===== config.mk =====
export PLATFORM = sky130hd
export DESIGN_NAME = sc_unit
export DESIGN_NICKNAME = d
export VERILOG_FILES = /design/src/rtl/sc_pkg.sv /design/src/rtl/sc_ctrl.sv /design/src/rtl/sc_regs.sv /design/src/rtl/sc_unit.sv
export SDC_FILE = /design/constraint.sdc
export NUM_CORES = 2
export LEC_CHECK = 0
export BUFFER_PORTS_ARGS = -buffer_cell sky130_fd_sc_hd__buf_4
export CAP_MARGIN = 0
export CORE_UTILIZATION = 40
export DETAILED_ROUTE_END_ITERATION = 8
export GPL_TIMING_DRIVEN = 0
export PLACE_DENSITY = 0.55
export SLEW_MARGIN = 20
export SYNTH_ARGS = -nofsm -noshare
export SYNTH_HDL_FRONTEND = slang
export SYNTH_SLANG_ARGS = --single-unit

===== constraint.sdc =====
create_clock -name clk -period 3.8 [get_ports clk]
set_input_delay 0.38 -clock clk [delete_from_list [all_inputs] [get_ports clk]]
set_output_delay 0.38 -clock clk [all_outputs]
set_load 0.02 [all_outputs]

===== src/rtl/sc_pkg.sv =====
package sc_pkg;
  localparam int STATUS_IDX = 12;
  localparam int CAUSE_IDX  = 13;
  localparam int EPC_IDX    = 14;

  typedef struct packed {
    logic regWr;    // move-to write is performed
    logic causeWr;  // performed write targets the event register
    logic rfePop;   // pop the mode stack
    logic excPush;  // trap entry
  } scStrobes_t;
endpackage


===== src/rtl/sc_ctrl.sv =====
module sc_ctrl #(
  parameter int DW = 32,
  parameter int AW = 5
) (
  input  logic                clk,
  input  logic                rstN,
  input  logic                wrEn,
  input  logic [AW-1:0]       wrIdx,
  input  logic [DW-1:0]       wrData,
  input  logic                rfeEn,
  input  logic                excEn,
  input  logic                rdEn,
  input  logic [AW-1:0]       rdDest,
  input  logic [DW-1:0]       statusQ,
  output sc_pkg::scStrobes_t  strobes,
  output logic                gprWe,
  output logic                irqReq
);
  import sc_pkg::*;

  localparam logic [DW-1:0] SW_IRQ_BITS = DW'(32'h0000_0300);

  logic statusBlocked;
  logic irqNext;

  always_comb begin
    statusBlocked   = rfeEn && (int'(wrIdx) == STATUS_IDX);
    strobes.excPush = excEn;
    strobes.rfePop  = rfeEn && !excEn;
    strobes.regWr   = wrEn && !excEn && !statusBlocked;
    strobes.causeWr = strobes.regWr && (int'(wrIdx) == CAUSE_IDX);
    irqNext = strobes.causeWr && statusQ[0] &&
              (|(wrData & statusQ & SW_IRQ_BITS));
    gprWe = rdEn && (rdDest != '0);
  end

  always_ff @(posedge clk) begin
    if (!rstN) irqReq <= 1'b0;
    else       irqReq <= irqNext;
  end
endmodule


===== src/rtl/sc_regs.sv =====
module sc_regs #(
  parameter int DW   = 32,
  parameter int NREG = 32,
  parameter int AW   = 5,
  parameter int CW   = 5
) (
  input  logic                clk,
  input  logic                rstN,
  input  sc_pkg::scStrobes_t  strobes,
  input  logic [AW-1:0]       wrIdx,
  input  logic [DW-1:0]       wrData,
  input  logic [CW-1:0]       excCode,
  input  logic                excSlot,
  input  logic [DW-1:0]       excPc,
  input  logic [AW-1:0]       rdIdx,
  output logic [DW-1:0]       rdData,
  output logic [DW-1:0]       statusQ,
  output logic [DW-1:0]       causeQ,
  output logic [DW-1:0]       epcQ
);
  import sc_pkg::*;

  localparam logic [DW-1:0] CAUSE_KEEP = ~DW'(32'h0000_FC00);
  localparam int PAD = DW - 1 - CW - 2;

  logic [DW-1:0] regQ [NREG];

  for (genvar g = 0; g < NREG; g++) begin : gReg
    logic hit;
    assign hit = strobes.regWr && (int'(wrIdx) == g);
    if (g == STATUS_IDX) begin : gStatus
      always_ff @(posedge clk) begin
        if (!rstN) regQ[g] <= '0;
        else if (strobes.excPush) regQ[g] <= {regQ[g][DW-1:6], regQ[g][3:0], 2'b00};
        else if (strobes.rfePop)  regQ[g] <= {regQ[g][DW-1:4], regQ[g][5:2]};
        else if (hit)             regQ[g] <= wrData;
      end
    end else if (g == CAUSE_IDX) begin : gCause
      always_ff @(posedge clk) begin
        if (!rstN) regQ[g] <= '0;
        else if (strobes.excPush) regQ[g] <= {excSlot, {PAD{1'b0}}, excCode, 2'b00};
        else if (hit)             regQ[g] <= wrData & CAUSE_KEEP;
      end
    end else if (g == EPC_IDX) begin : gEpc
      always_ff @(posedge clk) begin
        if (!rstN) regQ[g] <= '0;
        else if (strobes.excPush) regQ[g] <= excSlot ? excPc - DW'(4) : excPc;
        else if (hit)             regQ[g] <= wrData;
      end
    end else begin : gPlain
      always_ff @(posedge clk) begin
        if (!rstN)    regQ[g] <= '0;
        else if (hit) regQ[g] <= wrData;
      end
    end
  end

  assign rdData  = regQ[rdIdx];
  assign statusQ = regQ[STATUS_IDX];
  assign causeQ  = regQ[CAUSE_IDX];
  assign epcQ    = regQ[EPC_IDX];
endmodule


===== src/rtl/sc_unit.sv =====
module sc_unit #(
  parameter int DW   = 32,
  parameter int NREG = 32,
  parameter int CW   = 5,
  localparam int AW  = $clog2(NREG)
) (
  input  logic          clk,
  input  logic          rstN,
  input  logic [AW-1:0] rdIdx,
  input  logic          rdEn,
  input  logic [AW-1:0] rdDest,
  output logic [DW-1:0] rdData,
  output logic          gprWe,
  input  logic          wrEn,
  input  logic [AW-1:0] wrIdx,
  input  logic [DW-1:0] wrData,
  input  logic          rfeEn,
  input  logic          excEn,
  input  logic [CW-1:0] excCode,
  input  logic          excSlot,
  input  logic [DW-1:0] excPc,
  output logic          irqReq
);
  sc_pkg::scStrobes_t strobes;
  logic [DW-1:0] statusQ;
  logic [DW-1:0] causeQ;
  logic [DW-1:0] epcQ;

  sc_ctrl #(.DW(DW), .AW(AW)) u_ctrl (
    .clk(clk), .rstN(rstN), .wrEn(wrEn), .wrIdx(wrIdx), .wrData(wrData),
    .rfeEn(rfeEn), .excEn(excEn), .rdEn(rdEn), .rdDest(rdDest),
    .statusQ(statusQ), .strobes(strobes), .gprWe(gprWe), .irqReq(irqReq)
  );

  sc_regs #(.DW(DW), .NREG(NREG), .AW(AW), .CW(CW)) u_regs (
    .clk(clk), .rstN(rstN), .strobes(strobes), .wrIdx(wrIdx), .wrData(wrData),
    .excCode(excCode), .excSlot(excSlot), .excPc(excPc), .rdIdx(rdIdx),
    .rdData(rdData), .statusQ(statusQ), .causeQ(causeQ), .epcQ(epcQ)
  );
endmodule


==> flow_summary_export.csv <==
group,metric,value,unit
run_status,status,"finished with violations",
run_status,violations,"DRC",
synth,synth_top_cells_by_area,"edfxtp_1 66%, and2_1 13%, mux4_2 11%",
clocking,clock_path_buffers,3,
placed_design,post-place-cells,4707,
drt,wl,140500,microns
placed_design,gp_congestion,0.9429,
worst_setup_path,reg2regPathDepth,2,
synth,synth_cell_types,54,
global_route,antenna_found_initial,6,
floorplanning,fp.dieH,342.5,microns
synth,synth_top_family_by_area,"simple AND/OR/NAND/NOR gates",
drt,avgRoutedWirePerCell,28.61,microns
sta,period_needed,3.751,ns
drt,drcViolationCount,2,
worst_setup_path,worstPathMaxFanout,10,
global_route,grt_max_degree,21,
sta,fin_skew,0.009675,ns
synth,synth_enable_flop_cells,1018,
synth,avgSynthCellArea,15.26,sq um
sta,clock.fmax,0.2666,GHz
synth,syn-cell-area,0.04639,sq mm
clocking,clk_latency,0.68,ns
floorplanning,coreArea,0.1147,sq mm
global_route,grt_pass1_vias,28025,
synth,yosys.area_share.simple,15.54,%
sta,relSlewSlack,19.32,%
min_path,hold_class,"input pin to flip-flop",
synth,synth_top_area_cell,"edfxtp_1",
synth,synth_nets,3131,
synth,ys.warnings.count,0,
clocking,clk_pin_slew_worst_paths,0.06,ns
worst_setup_path,cp-end-kind,"output port",
placed_design,pre_cts_ws,-0.4290,ns
floorplanning,rows,124,
synth,synth_xor_xnor_area_share,0.5476,%
final_layout,nFillCells,9872,
power,p_leak,18.49,nW
final_layout,layout_common_cells,"1018 x edfxtp_1, 976 x and2_1, 255 x clkbuf_1, 226 x mux4_2, 130 x buf_4",
placed_design,dpl.hpwl,105400,microns
clocking,cts_tree,"yes",
floorplanning,dieArea,0.1173,sq mm
synth,yosysSeqAreaShare,65.94,%
clocking,cts_buffers,105,
synth,synth-async-reset-ratio,0,%
synth,synth_top_area_share,65.90,%
synth,syn_inst,3039,
clocking,clock_sinks,1019,
floorplanning,start_util,40.46,%
final_layout,utilization,47.14,%
drt,drt_iter0_markers,2591,
drt,ant_nets,0,
clocking,cts_setup_buffers,0,
worst_setup_path,cp.arrival,3.37,ns
sta,setup_viol,0,
global_route,track_usage,23.95,%
global_route,grt_pass1_wl,198900,microns
worst_setup_path,r2r-end,"u_ctrl.irqReq",
synth,synth_flop_cell,"edfxtp_1",
worst_setup_path,required,3.42,ns
final_layout,stdcell_count,4909,
power,power_density,473.4,mW/mm^2
worst_setup_path,worstSetupStartpointType,"input pin",
worst_setup_path,critical_path.endpoint,"rdData[16]",
drt,via_count,27422,
worst_setup_path,path_class,"input pin to output port",
final_layout,fin_nets,3400,
synth,synthAdderAreaFrac,0.02697,%
sta,tightest_slew,1.208,ns
sta,setup_tns,0,ns
drt,detail_route.first_pass.iterations,8,
global_route,grt_overflow,0,
sta,rsz0062_at_grt,"yes",
sta,fin_hold_ws,0.03694,ns
sta,finalHoldViolCount,0,
job,maxCapViolCount,0,
floorplanning,ios,125,
synth,synth_compound_area_share,3.075,%
synth,synth_seq_cells,1019,
worst_setup_path,rr_startpoint,"u_regs.regQ[12][9]",
synth,synth.area.mux_share,12.27,%
sta,fin_ws,0.04933,ns
worst_setup_path,reg2reg_slack,2.77,ns
sta,timing.final.max_slew_violations,0,
placed_design,numPortBuffers,122,
final_layout,syn_to_final_growth,16.51,%
final_layout,final_common_cell,"edfxtp_1",
clocking,cts-root-buf,"clkbuf_16",
drt,vias_per_cell,5.586,
power,ir_worst_vdd,0.3584,mV
worst_setup_path,startpoint,"rdIdx[4]",
final_layout,drive_above_1_share,18.95,%
floorplanning,fp.dieW,342.5,microns
sta,period_share,98.70,%
clocking,htreeDepth,3,
==> kinds of logic (layout without fill, tap and decap cells) <==
| logic type | Yosys count | after routing |
|---|---|---|
| and+or+nand+nor | 1184 | 1184 |
| muxes | 286 | 286 |
| other | 0 | 4 |
| xor gates and xnor gates | 29 | 29 |
| adders and majority gates | 1 | 1 |
| DFF | 1019 | 1019 |
| buffers and inverters | 294 | 648 |
| AOI/OAI and AO/OA | 226 | 226 |
==> where the power goes <==
group	internal (mW)	leakage (nW)	switching, mW
clock	5.91	1.62	4.31
combinational	0.855	7.09	1.39
sequential	13.0	9.78	0.165
total	19.7	18.5	5.87
==> flip-flops by register name (all words and copies together) (netlist names) <==
| register | flops |
|---|---|
| u_regs.regQ | 1018 |
| u_ctrl.irqReq | 1 |
==> cells in the mapped netlist (all sizes together) (3+ instances only) <==
cell type and number:
a211oi 6, a22o 11, a22oi 24, and2 976, buf 53, clkbuf 235, edfxtp 1018, inv 5
mux2i 60, mux4 226, nand2 59, nand2b 5, nand3 13, nand3b 5, nand4 14, nand4b 3
nor2 45, nor2b 7, nor3 8, nor3b 3, nor4 30, nor4b 3, o21ai 68, o22ai 110
or4 4, xnor2 7, xor2 22
==> layout make-up <==
type	instances	area, sq um	area share (%)
antenna	4	10.01	0.01852
buffer	289	1204	2.227
clock buffer	140	2844	5.262
clock inverter	52	506.7	0.9376
inverter	5	18.77	0.03473
multi-input combinational	1726	15100	27.94
sequential	1019	30590	56.60
tap	1512	1892	3.500
timing repair buffer	162	1883	3.484
==> metrics by stage <==
step	area [sq um]	power, mW
after CTS	53960	25.67
after floorplan	46390	14.46
after detailed placement	50480	15.56
final	54050	25.58
after global routing	54040	26.21
after global placement	49190	15.42
==> worst min path at each step <==
stage / start / to / slack [ns] / cells past startpoint
finish: excCode[1] / u_regs.regQ[13][3] / 0.04 / 2
global route: excCode[1] / u_regs.regQ[13][3] / 0.02 / 2
CTS: excCode[3] / u_regs.regQ[13][5] / 0.001 / 2
detailed placement: u_regs.regQ[12][1] / u_regs.regQ[12][3] / 0.60 / 2
global placement: u_regs.regQ[12][1] / u_regs.regQ[12][3] / 0.58 / 2
floorplan: u_regs.regQ[12][0] / u_ctrl.irqReq / 0.49 / 1
==> metal layers <==
layer / GRT usage [%] / vias to the layer above / part of all wire (%) / wire length [microns]
li1: - / 11852 / - / -
met1: 32.82 / 14189 / 42 / 58520
met2: 38.52 / 1191 / 47 / 66360
met3: 5.613 / 186 / 8.9 / 12500
met4: 5.859 / 4 / 2.2 / 3065
met5: 0 / - / 0.016 / 23
==> timing repair <==
item,in CTS,in global routing
hold endpoints to repair,6,0
gates cloned,0,0
setup endpoints to repair,17,9
gates resized for setup,15,10
hold buffers,6,0
==> worst max-delay path: stages <==
cell and delay (ns):
buf_4 0.13, clkbuf_1 0.38, nand2b_1 0.31, or2_2 0.15
buf_2 0.23, clkbuf_1 0.50, o22ai_1 0.33, nor4_1 0.67
buf_4 0.26
Note: power is estimated with default switching activity, not from simulation.
